==> src/rtl/phy_cfg_pkg.sv <==
package phy_cfg_pkg;

  localparam int PRE_W   = 32;
  localparam int ADDR_W  = 5;
  localparam int DATA_W  = 16;
  localparam int FRAME_W = PRE_W + 2 + 2 + ADDR_W + ADDR_W + 2 + DATA_W;

  localparam logic [ADDR_W-1:0] CTRL_REG = '0;

  localparam int BIT_SPEED  = 13;
  localparam int BIT_ANEN   = 12;
  localparam int BIT_ANRST  = 9;
  localparam int BIT_DUPLEX = 8;

  typedef enum logic [2:0] {
    SQ_LATCH,
    SQ_WAIT,
    SQ_ISSUE,
    SQ_BUSY,
    SQ_DONE
  } seq_state_e;

  // control word for one port
  function automatic logic [DATA_W-1:0] ctrl_word(input logic fm,
                                                  input logic spd,
                                                  input logic dpx);
    logic [DATA_W-1:0] w;
    w = '0;
    if (fm) begin
      w[BIT_SPEED]  = spd;
      w[BIT_DUPLEX] = dpx;
      w[BIT_ANEN]   = 1'b0;
    end else begin
      w[BIT_ANEN]  = 1'b1;
      w[BIT_ANRST] = 1'b1;
    end
    return w;
  endfunction

  // complete clause-22 write frame, MSB goes out first
  function automatic logic [FRAME_W-1:0] wr_frame(input logic [ADDR_W-1:0] phy,
                                                  input logic [ADDR_W-1:0] ra,
                                                  input logic [DATA_W-1:0] d);
    return {{PRE_W{1'b1}}, 2'b01, 2'b01, phy, ra, 2'b10, d};
  endfunction

endpackage

==> src/rtl/phy_rst_sync.sv <==
module phy_rst_sync #(
  parameter int STAGES = 2
) (
  input  logic clk,
  input  logic rst_n_in,
  output logic rst_n_out
);

  logic [STAGES-1:0] chain_q;

  always_ff @(posedge clk or negedge rst_n_in) begin
    if (!rst_n_in) chain_q <= '0;
    else           chain_q <= {chain_q[STAGES-2:0], 1'b1};
  end

  assign rst_n_out = chain_q[STAGES-1];

endmodule

==> src/rtl/phy_mdc_gen.sv <==
module phy_mdc_gen #(
  parameter int DIV = 32
) (
  input  logic clk,
  input  logic rst_n,
  output logic mdc,
  output logic tick_fall
);

  localparam int HALF = DIV / 2;
  localparam int CW   = $clog2(DIV);

  logic [CW-1:0] cnt_q, cnt_d;
  logic          mdc_q, mdc_d;
  logic          wrap;

  assign wrap = (cnt_q == CW'(DIV - 1));

  always_comb begin
    cnt_d = wrap ? '0 : cnt_q + CW'(1);
    mdc_d = mdc_q;
    if (cnt_q == CW'(HALF - 1)) mdc_d = 1'b1;
    else if (wrap)              mdc_d = 1'b0;
  end

  always_ff @(posedge clk or negedge rst_n) begin
    if (!rst_n) begin
      cnt_q <= '0;
      mdc_q <= 1'b0;
    end else begin
      cnt_q <= cnt_d;
      mdc_q <= mdc_d;
    end
  end

  assign mdc       = mdc_q;
  assign tick_fall = wrap;

endmodule

==> src/rtl/phy_mdio_shifter.sv <==
module phy_mdio_shifter
  import phy_cfg_pkg::*;
(
  input  logic               clk,
  input  logic               rst_n,
  input  logic               tick_fall_i,
  input  logic               start_i,
  input  logic [FRAME_W-1:0] frame_i,
  output logic               mdio_o,
  output logic               mdio_oe,
  output logic               fin_o
);

  localparam int CNT_W = $clog2(FRAME_W);

  logic [FRAME_W-1:0] sh_q, sh_d;
  logic [CNT_W-1:0]   cnt_q, cnt_d;
  logic               act_q, act_d;
  logic               pend_q, pend_d;
  logic               fin_q, fin_d;
  logic               load_en;

  assign load_en = start_i && !pend_q && !act_q;

  always_comb begin
    sh_d   = sh_q;
    cnt_d  = cnt_q;
    act_d  = act_q;
    pend_d = pend_q;
    fin_d  = 1'b0;
    if (load_en) begin
      sh_d   = frame_i;
      pend_d = 1'b1;
    end
    if (tick_fall_i) begin
      if (act_q) begin
        if (cnt_q == '0) begin
          act_d = 1'b0;
          fin_d = 1'b1;
        end else begin
          sh_d  = {sh_q[FRAME_W-2:0], 1'b0};
          cnt_d = cnt_q - CNT_W'(1);
        end
      end else if (pend_q) begin
        act_d  = 1'b1;
        pend_d = 1'b0;
        cnt_d  = CNT_W'(FRAME_W - 1);
      end
    end
  end

  always_ff @(posedge clk or negedge rst_n) begin
    if (!rst_n) begin
      sh_q   <= '0;
      cnt_q  <= '0;
      act_q  <= 1'b0;
      pend_q <= 1'b0;
      fin_q  <= 1'b0;
    end else begin
      sh_q   <= sh_d;
      cnt_q  <= cnt_d;
      act_q  <= act_d;
      pend_q <= pend_d;
      fin_q  <= fin_d;
    end
  end

  assign mdio_o  = act_q & sh_q[FRAME_W-1];
  assign mdio_oe = act_q;
  assign fin_o   = fin_q;

endmodule

==> src/rtl/phy_cfg_sequencer.sv <==
module phy_cfg_sequencer
  import phy_cfg_pkg::*;
#(
  parameter int NUM_PORTS = 4,
  parameter int START_DLY = 500
) (
  input  logic                 clk,
  input  logic                 rst_n,
  input  logic [NUM_PORTS-1:0] strap_force_en,
  input  logic [NUM_PORTS-1:0] strap_speed,
  input  logic [NUM_PORTS-1:0] strap_duplex,
  input  logic [ADDR_W-1:0]    phy_addr_base,
  input  logic                 fin_i,
  output logic                 start_o,
  output logic [FRAME_W-1:0]   frame_o,
  output logic                 done_o
);

  localparam int IDX_W = (NUM_PORTS > 1) ? $clog2(NUM_PORTS) : 1;
  localparam int DW    = $clog2(START_DLY + 1);

  seq_state_e st_q, st_d;
  logic [IDX_W-1:0]     idx_q, idx_d;
  logic [DW-1:0]        dly_q, dly_d;
  logic                 cap_en;

  logic [NUM_PORTS-1:0] fm_q, spd_q, dpx_q;
  logic [ADDR_W-1:0]    base_q;
  logic [DATA_W-1:0]    word_w [NUM_PORTS];

  // one control word per port
  for (genvar p = 0; p < NUM_PORTS; p++) begin : g_word
    assign word_w[p] = ctrl_word(fm_q[p], spd_q[p], dpx_q[p]);
  end

  always_comb begin
    st_d    = st_q;
    idx_d   = idx_q;
    dly_d   = dly_q;
    cap_en  = 1'b0;
    start_o = 1'b0;
    case (st_q)
      SQ_LATCH: begin
        cap_en = 1'b1;
        dly_d  = '0;
        st_d   = SQ_WAIT;
      end
      SQ_WAIT: begin
        if (dly_q == DW'(START_DLY - 1)) st_d = SQ_ISSUE;
        else                             dly_d = dly_q + DW'(1);
      end
      SQ_ISSUE: begin
        start_o = 1'b1;
        st_d    = SQ_BUSY;
      end
      SQ_BUSY: begin
        if (fin_i) begin
          if (idx_q == IDX_W'(NUM_PORTS - 1)) begin
            st_d = SQ_DONE;
          end else begin
            idx_d = idx_q + IDX_W'(1);
            st_d  = SQ_ISSUE;
          end
        end
      end
      SQ_DONE: st_d = SQ_DONE;
      default: st_d = SQ_DONE;
    endcase
  end

  always_ff @(posedge clk or negedge rst_n) begin
    if (!rst_n) begin
      st_q  <= SQ_LATCH;
      idx_q <= '0;
      dly_q <= '0;
    end else begin
      st_q  <= st_d;
      idx_q <= idx_d;
      dly_q <= dly_d;
    end
  end

  // strap capture, enabled once after reset
  always_ff @(posedge clk or negedge rst_n) begin
    if (!rst_n) begin
      fm_q   <= '0;
      spd_q  <= '0;
      dpx_q  <= '0;
      base_q <= '0;
    end else if (cap_en) begin
      fm_q   <= strap_force_en;
      spd_q  <= strap_speed;
      dpx_q  <= strap_duplex;
      base_q <= phy_addr_base;
    end
  end

  assign frame_o = wr_frame(base_q + ADDR_W'(idx_q), CTRL_REG, word_w[idx_q]);
  assign done_o  = (st_q == SQ_DONE);

endmodule

==> src/rtl/phy_strap_cfg.sv <==
module phy_strap_cfg
  import phy_cfg_pkg::*;
#(
  parameter int NUM_PORTS = 4,
  parameter int CLK_DIV   = 32,
  parameter int START_DLY = 500
) (
  input  logic                 clk,
  input  logic                 rst_n,
  input  logic [NUM_PORTS-1:0] strap_force_en,
  input  logic [NUM_PORTS-1:0] strap_speed,
  input  logic [NUM_PORTS-1:0] strap_duplex,
  input  logic [ADDR_W-1:0]    phy_addr_base,
  output logic                 mdc,
  output logic                 mdio_o,
  output logic                 mdio_oe,
  output logic                 done
);

  logic               rst_n_int;
  logic               tick_fall;
  logic               start;
  logic               fin;
  logic [FRAME_W-1:0] frame;

  phy_rst_sync #(.STAGES(2)) u_rst (
    .clk       (clk),
    .rst_n_in  (rst_n),
    .rst_n_out (rst_n_int)
  );

  phy_mdc_gen #(.DIV(CLK_DIV)) u_mdc (
    .clk       (clk),
    .rst_n     (rst_n_int),
    .mdc       (mdc),
    .tick_fall (tick_fall)
  );

  phy_cfg_sequencer #(
    .NUM_PORTS (NUM_PORTS),
    .START_DLY (START_DLY)
  ) u_seq (
    .clk            (clk),
    .rst_n          (rst_n_int),
    .strap_force_en (strap_force_en),
    .strap_speed    (strap_speed),
    .strap_duplex   (strap_duplex),
    .phy_addr_base  (phy_addr_base),
    .fin_i          (fin),
    .start_o        (start),
    .frame_o        (frame),
    .done_o         (done)
  );

  phy_mdio_shifter u_shf (
    .clk         (clk),
    .rst_n       (rst_n_int),
    .tick_fall_i (tick_fall),
    .start_i     (start),
    .frame_i     (frame),
    .mdio_o      (mdio_o),
    .mdio_oe     (mdio_oe),
    .fin_o       (fin)
  );

endmodule

==> config.mk <==
export PLATFORM = sky130hd
export DESIGN_NAME = phy_strap_cfg
export DESIGN_NICKNAME = d
export VERILOG_FILES = /design/src/rtl/phy_cfg_pkg.sv /design/src/rtl/phy_rst_sync.sv /design/src/rtl/phy_mdc_gen.sv /design/src/rtl/phy_mdio_shifter.sv /design/src/rtl/phy_cfg_sequencer.sv /design/src/rtl/phy_strap_cfg.sv
export SDC_FILE = /design/constraint.sdc
export NUM_CORES = 1
export LEC_CHECK = 0
export BUFFER_PORTS_ARGS = -buffer_cell sky130_fd_sc_hd__buf_2
export CAP_MARGIN = 5
export CORE_ASPECT_RATIO = 1.25
export CORE_MARGIN = 2
export CORE_UTILIZATION = 60
export DETAILED_ROUTE_END_ITERATION = 8
export PLACE_DENSITY_LB_ADDON = 0.15
export SYNTH_ARGS = -nofsm -noshare
export SYNTH_HDL_FRONTEND = slang
export SYNTH_SLANG_ARGS = --single-unit
==> constraint.sdc <==
create_clock -name clk -period 8.25 [get_ports clk]
set_input_delay 0.4125 -clock clk [delete_from_list [all_inputs] [get_ports clk]]
set_output_delay 0.4125 -clock clk [all_outputs]
set_load 0.005 [all_outputs]
Word level (Yosys, flattened, before mapping)
Cells that the tools add are included.
{"block": "op_classes", "n_bitwise": 3, "n_addsub": 5, "n_reduce_logical": 13, "magnitude_cmp": 1, "mux": 43, "n_eq_ne": 12}
{"op": "two-way mux 64 bit", "count": 4}
{"op": "binary-select mux 16 bit (select 2 bit)", "count": 1}
{"op": "two-way mux 16 bit", "count": 2}
{"op": "two-way mux 1 bit", "count": 26}
{"op": "two-way mux 6 bit", "count": 3}
{"op": "case mux 9 bit (2 select lines)", "count": 1}
{"op": "case mux 3 bit (4 select lines)", "count": 1}
{"op": "adder 9 x 1 -> 9 bit, second input constant", "count": 1}
{"op": "== test 9 bit, second input constant", "count": 1}
{"op": "two-way mux 3 bit", "count": 3}
{"op": "two-way mux 9 bit", "count": 1}
{"op": "== test 3 x 2 -> 1 bit, second input constant", "count": 2}
{"op": "logical NOT 6 bit", "count": 1}
{"op": "AND reduction 3 bit", "count": 2}
{"op": "nonzero test 2 bit", "count": 3}
{"op": "subtractor 6 x 1 -> 6 bit, second input constant", "count": 1}
{"op": "adder 5 x 1 -> 5 bit, second input constant", "count": 1}
{"op": "adder 5 x 2 -> 5 bit", "count": 1}
{"op": "== test 5 x 4 -> 1 bit, second input constant", "count": 1}
{"op": "== test 5 bit, second input constant", "count": 1}
{"op": "two-way mux 5 bit", "count": 1}
{"op": "!= test 2 x 1 -> 1 bit, second input constant", "count": 2}
{"op": "!= test 2 bit, second input constant", "count": 2}
{"op": "AND reduction 2 bit", "count": 2}
{"op": "other kinds (11)", "count": 13}
{"block": "word_totals", "regBits": 112, "elab_cells": 92, "inputBits": 19}

Longest topological paths before layout
{"block": "depth", "depth_word": 8, "depth_mapped": 10, "ltp_nobuf": 7}

Modules after synthesis
From an unflattened synthesis, not the netlist that was laid out.
{"block": "unflattened", "hier_cells": 483, "area_unflattened_um2": 6049.6}
{"mod": "phy_mdio_shifter", "area_each_um2": 3697.3, "seq_area_each_um2": 1826.8, "cells_per_inst": 265, "n_inst": 1}
{"mod": "phy_cfg_sequencer", "area_each_um2": 2014.4, "seq_area_each_um2": 775.7, "cells_per_inst": 192, "n_inst": 1}
{"mod": "phy_mdc_gen", "area_each_um2": 284.0, "seq_area_each_um2": 150.1, "cells_per_inst": 23, "n_inst": 1}
{"mod": "phy_rst_sync", "area_each_um2": 53.8, "seq_area_each_um2": 50.0, "cells_per_inst": 3, "n_inst": 1}

Worst setup path after synthesis
Ideal clock, no wire load.
{"block": "synth_timing", "kind": "register to register", "startpoint": "register u_mdc.cnt_q[0]", "endpoint": "register u_shf.sh_q[43]", "arrival_ps": 1742, "path_stages_with_launch": 11, "slack_ps": 6386, "path_cell_list": "dfrtp_1 > ha_1 > and3_1 > ha_1 > nand2_1 > a21o_1 > buf_4 > nand2_2 > buf_6 > buf_6 > o22a_1"}
{"block": "synth_between", "elab_chain_cells": 2}
{"element": "from (decl)", "line_no": "phy_mdc_gen.sv:13", "source": "logic [CW-1:0] cnt_q, cnt_d;"}
{"element": "from (signal assigned)", "line_no": "phy_mdc_gen.sv:31", "source": "cnt_q <= cnt_d;"}
{"element": "== test 5 bit", "line_no": "phy_mdc_gen.sv:17", "source": "assign wrap = (cnt_q == CW'(DIV - 1));"}
{"element": "two-way mux 64 bit", "line_no": "phy_mdio_shifter.sv:35", "source": "if (tick_fall_i) begin"}
{"element": "net u_shf.sh_d[43]", "line_no": "phy_mdio_shifter.sv:16", "source": "logic [FRAME_W-1:0] sh_q, sh_d;"}
{"element": "to (signal assigned)", "line_no": "phy_mdio_shifter.sv:54", "source": "sh_q <= '0;"}
{"element": "to (signal assigned)", "line_no": "phy_mdio_shifter.sv:60", "source": "sh_q <= sh_d;"}
{"element": "to (decl)", "line_no": "phy_mdio_shifter.sv:16"}
The timed path passes the listed nets, and every way through them passes these cells.
A chain may end at the register's enable or synchronous reset.

Final worst setup path
{"block": "layout_timing", "startpoint": "register u_mdc.cnt_q[0]", "endpoint": "register u_shf.sh_q[12]"}
The elaborated chain is that of the path after synthesis.

==> run_results.csv <==
group,metric,value,unit
run_status,status,"finished, final reports clean",
grt,met1_usage,26.1,%
sta,holdWs,0.230,ns
setup_path,cp-endpoint,"u_shf.sh_q[12]",
place,dpl.cell_count,511,
finish,finalNetCount,458,
clock_network,cts.htree.levels,3,
synthesis,synth_async_sr_flop_share,100,%
route,routed_wirelength,7.76,mm
setup_path,required,8.50,ns
grt,grt_pass1_vias,2929,
route,drt-wirelength-per-cell,14.7,µm
sta,finClkSkew,0.0118,ns
pwr,ir_worst_vdd,0.123,mV
finish,nFillCells,592,
synthesis,synthMuxAreaShare,0.689,%
setup_path,r2r_cells,8,
finish,final_common_cell,"dfrtp_1",
floorplan,rows,36,
place,dp_hpwl,5.13,mm
pwr,pwr_density_cell,178,nW/µm²
finish,final_cell_mix,"111 x dfrtp_1, 69 x nand2_1, 36 x o22a_1, 22 x buf_2, 20 x nor2_1",
sta,layout_worst_path_cycle_share,38.8,%
setup_path,cp.arrival,3.45,ns
pwr,p_leak,2.44,nW
synthesis,yosysWarnings,0,
setup_path,startpoint,"u_mdc.cnt_q[0]",
sta,relSlewSlack,25.7,%
sta,fin_crit,3.20,ns
synthesis,synth_cell_types,52,
synthesis,ys.flop_type,"dfrtp_1",
sta,clock.fmax,313,MHz
grt,grt_max_degree,69,
synthesis,yosys.area_share.simple,13.8,%
setup_path,end_kind,"register",
clock_network,cts-root-buf,"clkbuf_8",
sta,setup-tns-final,0,ns
flow_run,max_cap_viol_count,0,
clock_network,cts-resized-gates,0,
synthesis,synth_xor_area_share,1.67,%
grt,antenna_found_initial,0,
synthesis,synth-edff-count,0,
grt,grt-ovfl-total,0,
synthesis,synth_adder_area_share,2.81,%
sta,rsz0062_at_grt,"no",
setup_path,start_kind,"register",
clock_network,path_clk_slew,0.10,ns
route,drc,0,
sta,worstMarginPinSlew,1.12,ns
grt,grt_pass1_wl,13.2,mm
grt,grt_use_met3,3.02,%
grt,grt_use_total,19.0,%
sta,setup_slack,5.05,ns
clock_network,holdBufCountCts,1,
grt,use_met2,31.5,%
place,io_buffer_count,22,
synthesis,synth_top_family_by_area,"compound AO/OA/AOI/OAI gates",
clock_network,numCtsBuffers,9,
clock_network,cts_tree,"done",
floorplan,die_y,103,µm
floorplan,start_util,61.3,%
sta,finalSetupViolCount,0,
finish,fin_cells,529,
grt,busiest_layer,"met2",
floorplan,dieWidth,83.3,µm
finish,postLayoutCellArea,5070,µm²
setup_path,worstSetupPathType,"reg -> reg",
sta,drv_slew,0,
synthesis,syn_area,4720,µm²
clock_network,clk_latency,0.36,ns
finish,drive_above_1_share,12.9,%
route,vias,3084,
floorplan,die_area,8600,µm²
clock_network,cts_buffer_depth,2,
synthesis,syn-num-nets,444,
place,dp_slack,4.93,ns
route,drt_iter0_markers,193,
setup_path,reg2reg_to,"u_shf.sh_q[12]",
worst_hold_path,hp-class,"in -> reg",
setup_path,reg2reg_from,"u_mdc.cnt_q[0]",
clock_network,postCtsSetupBuffers,0,
setup_path,worstPathMaxFanout,26,
clock_network,clock-sinks,112,
floorplan,core,7700,µm²
synthesis,syn_inst,415,
setup_path,ff2ff_setup_slack,5.05,ns
synthesis,seq_area_frac_synth,59.4,%
route,postRouteAntennaNets,0,
floorplan,io_pins,23,
place,gp_congestion,0.751,
finish,syn_to_final_growth,7.42,%
place,placed_area,4850,µm²
synthesis,synth-compound-area-share,17.8,%
route,firstDrtPassIters,4,
synthesis,syn_avg_cell_area,11.4,µm²
finish,final_util,65.8,%
sta,hold_viol_final,0,
finish,diodes,0,
route,vias_per_cell,5.83,
synthesis,ys_ff_latch,112,
pwr,finalPower,0.901,mW
where the power goes:
group	internal, mW	switching (mW)
Combinational	0.00680	0.0107
Sequential	0.553	0.00711
Clock	0.144	0.180
Total	0.704	0.197
worst min-delay path by stage:
stage	startpoint	end	slack [ns]	depth (start not counted)
finish	strap_force_en[2]	u_seq.fm_q[2]	0.23	3
global route	strap_speed[3]	u_seq.spd_q[3]	0.23	3
CTS	strap_force_en[2]	u_seq.fm_q[2]	0.22	3
detailed placement	rst_n	u_rst.chain_q[0]	0.20	1
global placement	rst_n	u_rst.chain_q[0]	0.20	1
floorplan	rst_n	u_rst.chain_q[0]	0.12	0
logic make-up (layout without fill, tap and decap cells):
| family | count (synthesis) | in the layout |
|---|---|---|
| AND/OR/NAND/NOR | 137 | 137 |
| flip-flops | 112 | 112 |
| AO/OA/AOI/OAI | 108 | 108 |
| buffers and inverters | 36 | 55 |
| adder cells (fa/ha/maj) | 10 | 10 |
| XOR/XNOR | 9 | 9 |
| multiplexers | 2 | 2 |
| other | 1 | 1 |
sequential cells by signal (all words and copies together) (netlist names):
signal and flops:
u_shf.sh_q 64, u_seq.dly_q 9, u_shf.cnt_q 6, u_mdc.cnt_q 5, u_seq.base_q 5, u_seq.dpx_q 4
u_seq.fm_q 4, u_seq.spd_q 4, u_seq.st_q 3, u_rst.chain_q 2, u_seq.idx_q 2, u_mdc.mdc 1
u_shf.fin_o 1, u_shf.mdio_oe 1, u_shf.pend_q 1
synthesized netlist by cell type, drive strengths merged (2+ instances only):
| master | count | area, µm² |
|---|---|---|
| nor2 | 20 | 75.1 |
| o21ai | 16 | 80.1 |
| nand3b | 4 | 30.0 |
| a211o | 3 | 26.3 |
| clkbuf | 9 | 33.8 |
| a21oi | 13 | 68.8 |
| o22a | 36 | 315 |
| nand4 | 2 | 12.5 |
| o221a | 3 | 33.8 |
| nand2 | 70 | 265 |
| nand2b | 4 | 32.5 |
| and3 | 2 | 12.5 |
| inv | 12 | 45.0 |
| buf | 15 | 98.8 |
| o22ai | 2 | 12.5 |
| nand3 | 13 | 65.1 |
| a221o | 2 | 20.0 |
| nor2b | 2 | 12.5 |
| or3 | 3 | 18.8 |
| dfrtp | 112 | 2800 |
| a21boi | 2 | 15.0 |
| o41ai | 2 | 25.0 |
| a22o | 19 | 166 |
| ha | 9 | 113 |
| xor2 | 2 | 17.5 |
| xnor2 | 7 | 61.3 |
| o211ai | 2 | 15.0 |
| a21o | 2 | 15.0 |
| nor3 | 9 | 56.3 |
| nor3b | 2 | 15.0 |
| and2 | 2 | 12.5 |
worst max-delay path, cell delays in order, from the launching register on:
cell	delay, ns
dfrtp_1	0.38
ha_1	0.19
and3_1	0.20
ha_1	0.40
nand2_1	0.14
a21oi_2	0.83
nor2_1	0.38
buf_6	0.27
a221o_1	0.30
layout make-up:
class                           instances  area (µm²)  share of cell area (%)
Tap cell                               95         119                    2.34
Timing Repair Buffer                   27         154                    3.03
Sequential cell                       112        2810                    55.3
Clock inverter                          7        77.6                    1.53
Clock buffer                            9         124                    2.44
Inverter                               12        45.0                   0.888
Multi-Input combinational cell        267        1750                    34.4
metal layers:
metal | up-vias | wire length [µm]
li1 | 1506 | -
met5 | - | 0
met1 | 1527 | 3790
met4 | 0 | 101
met3 | 10 | 172
met2 | 41 | 3700
Note: power is estimated with default switching activity, not from simulation.
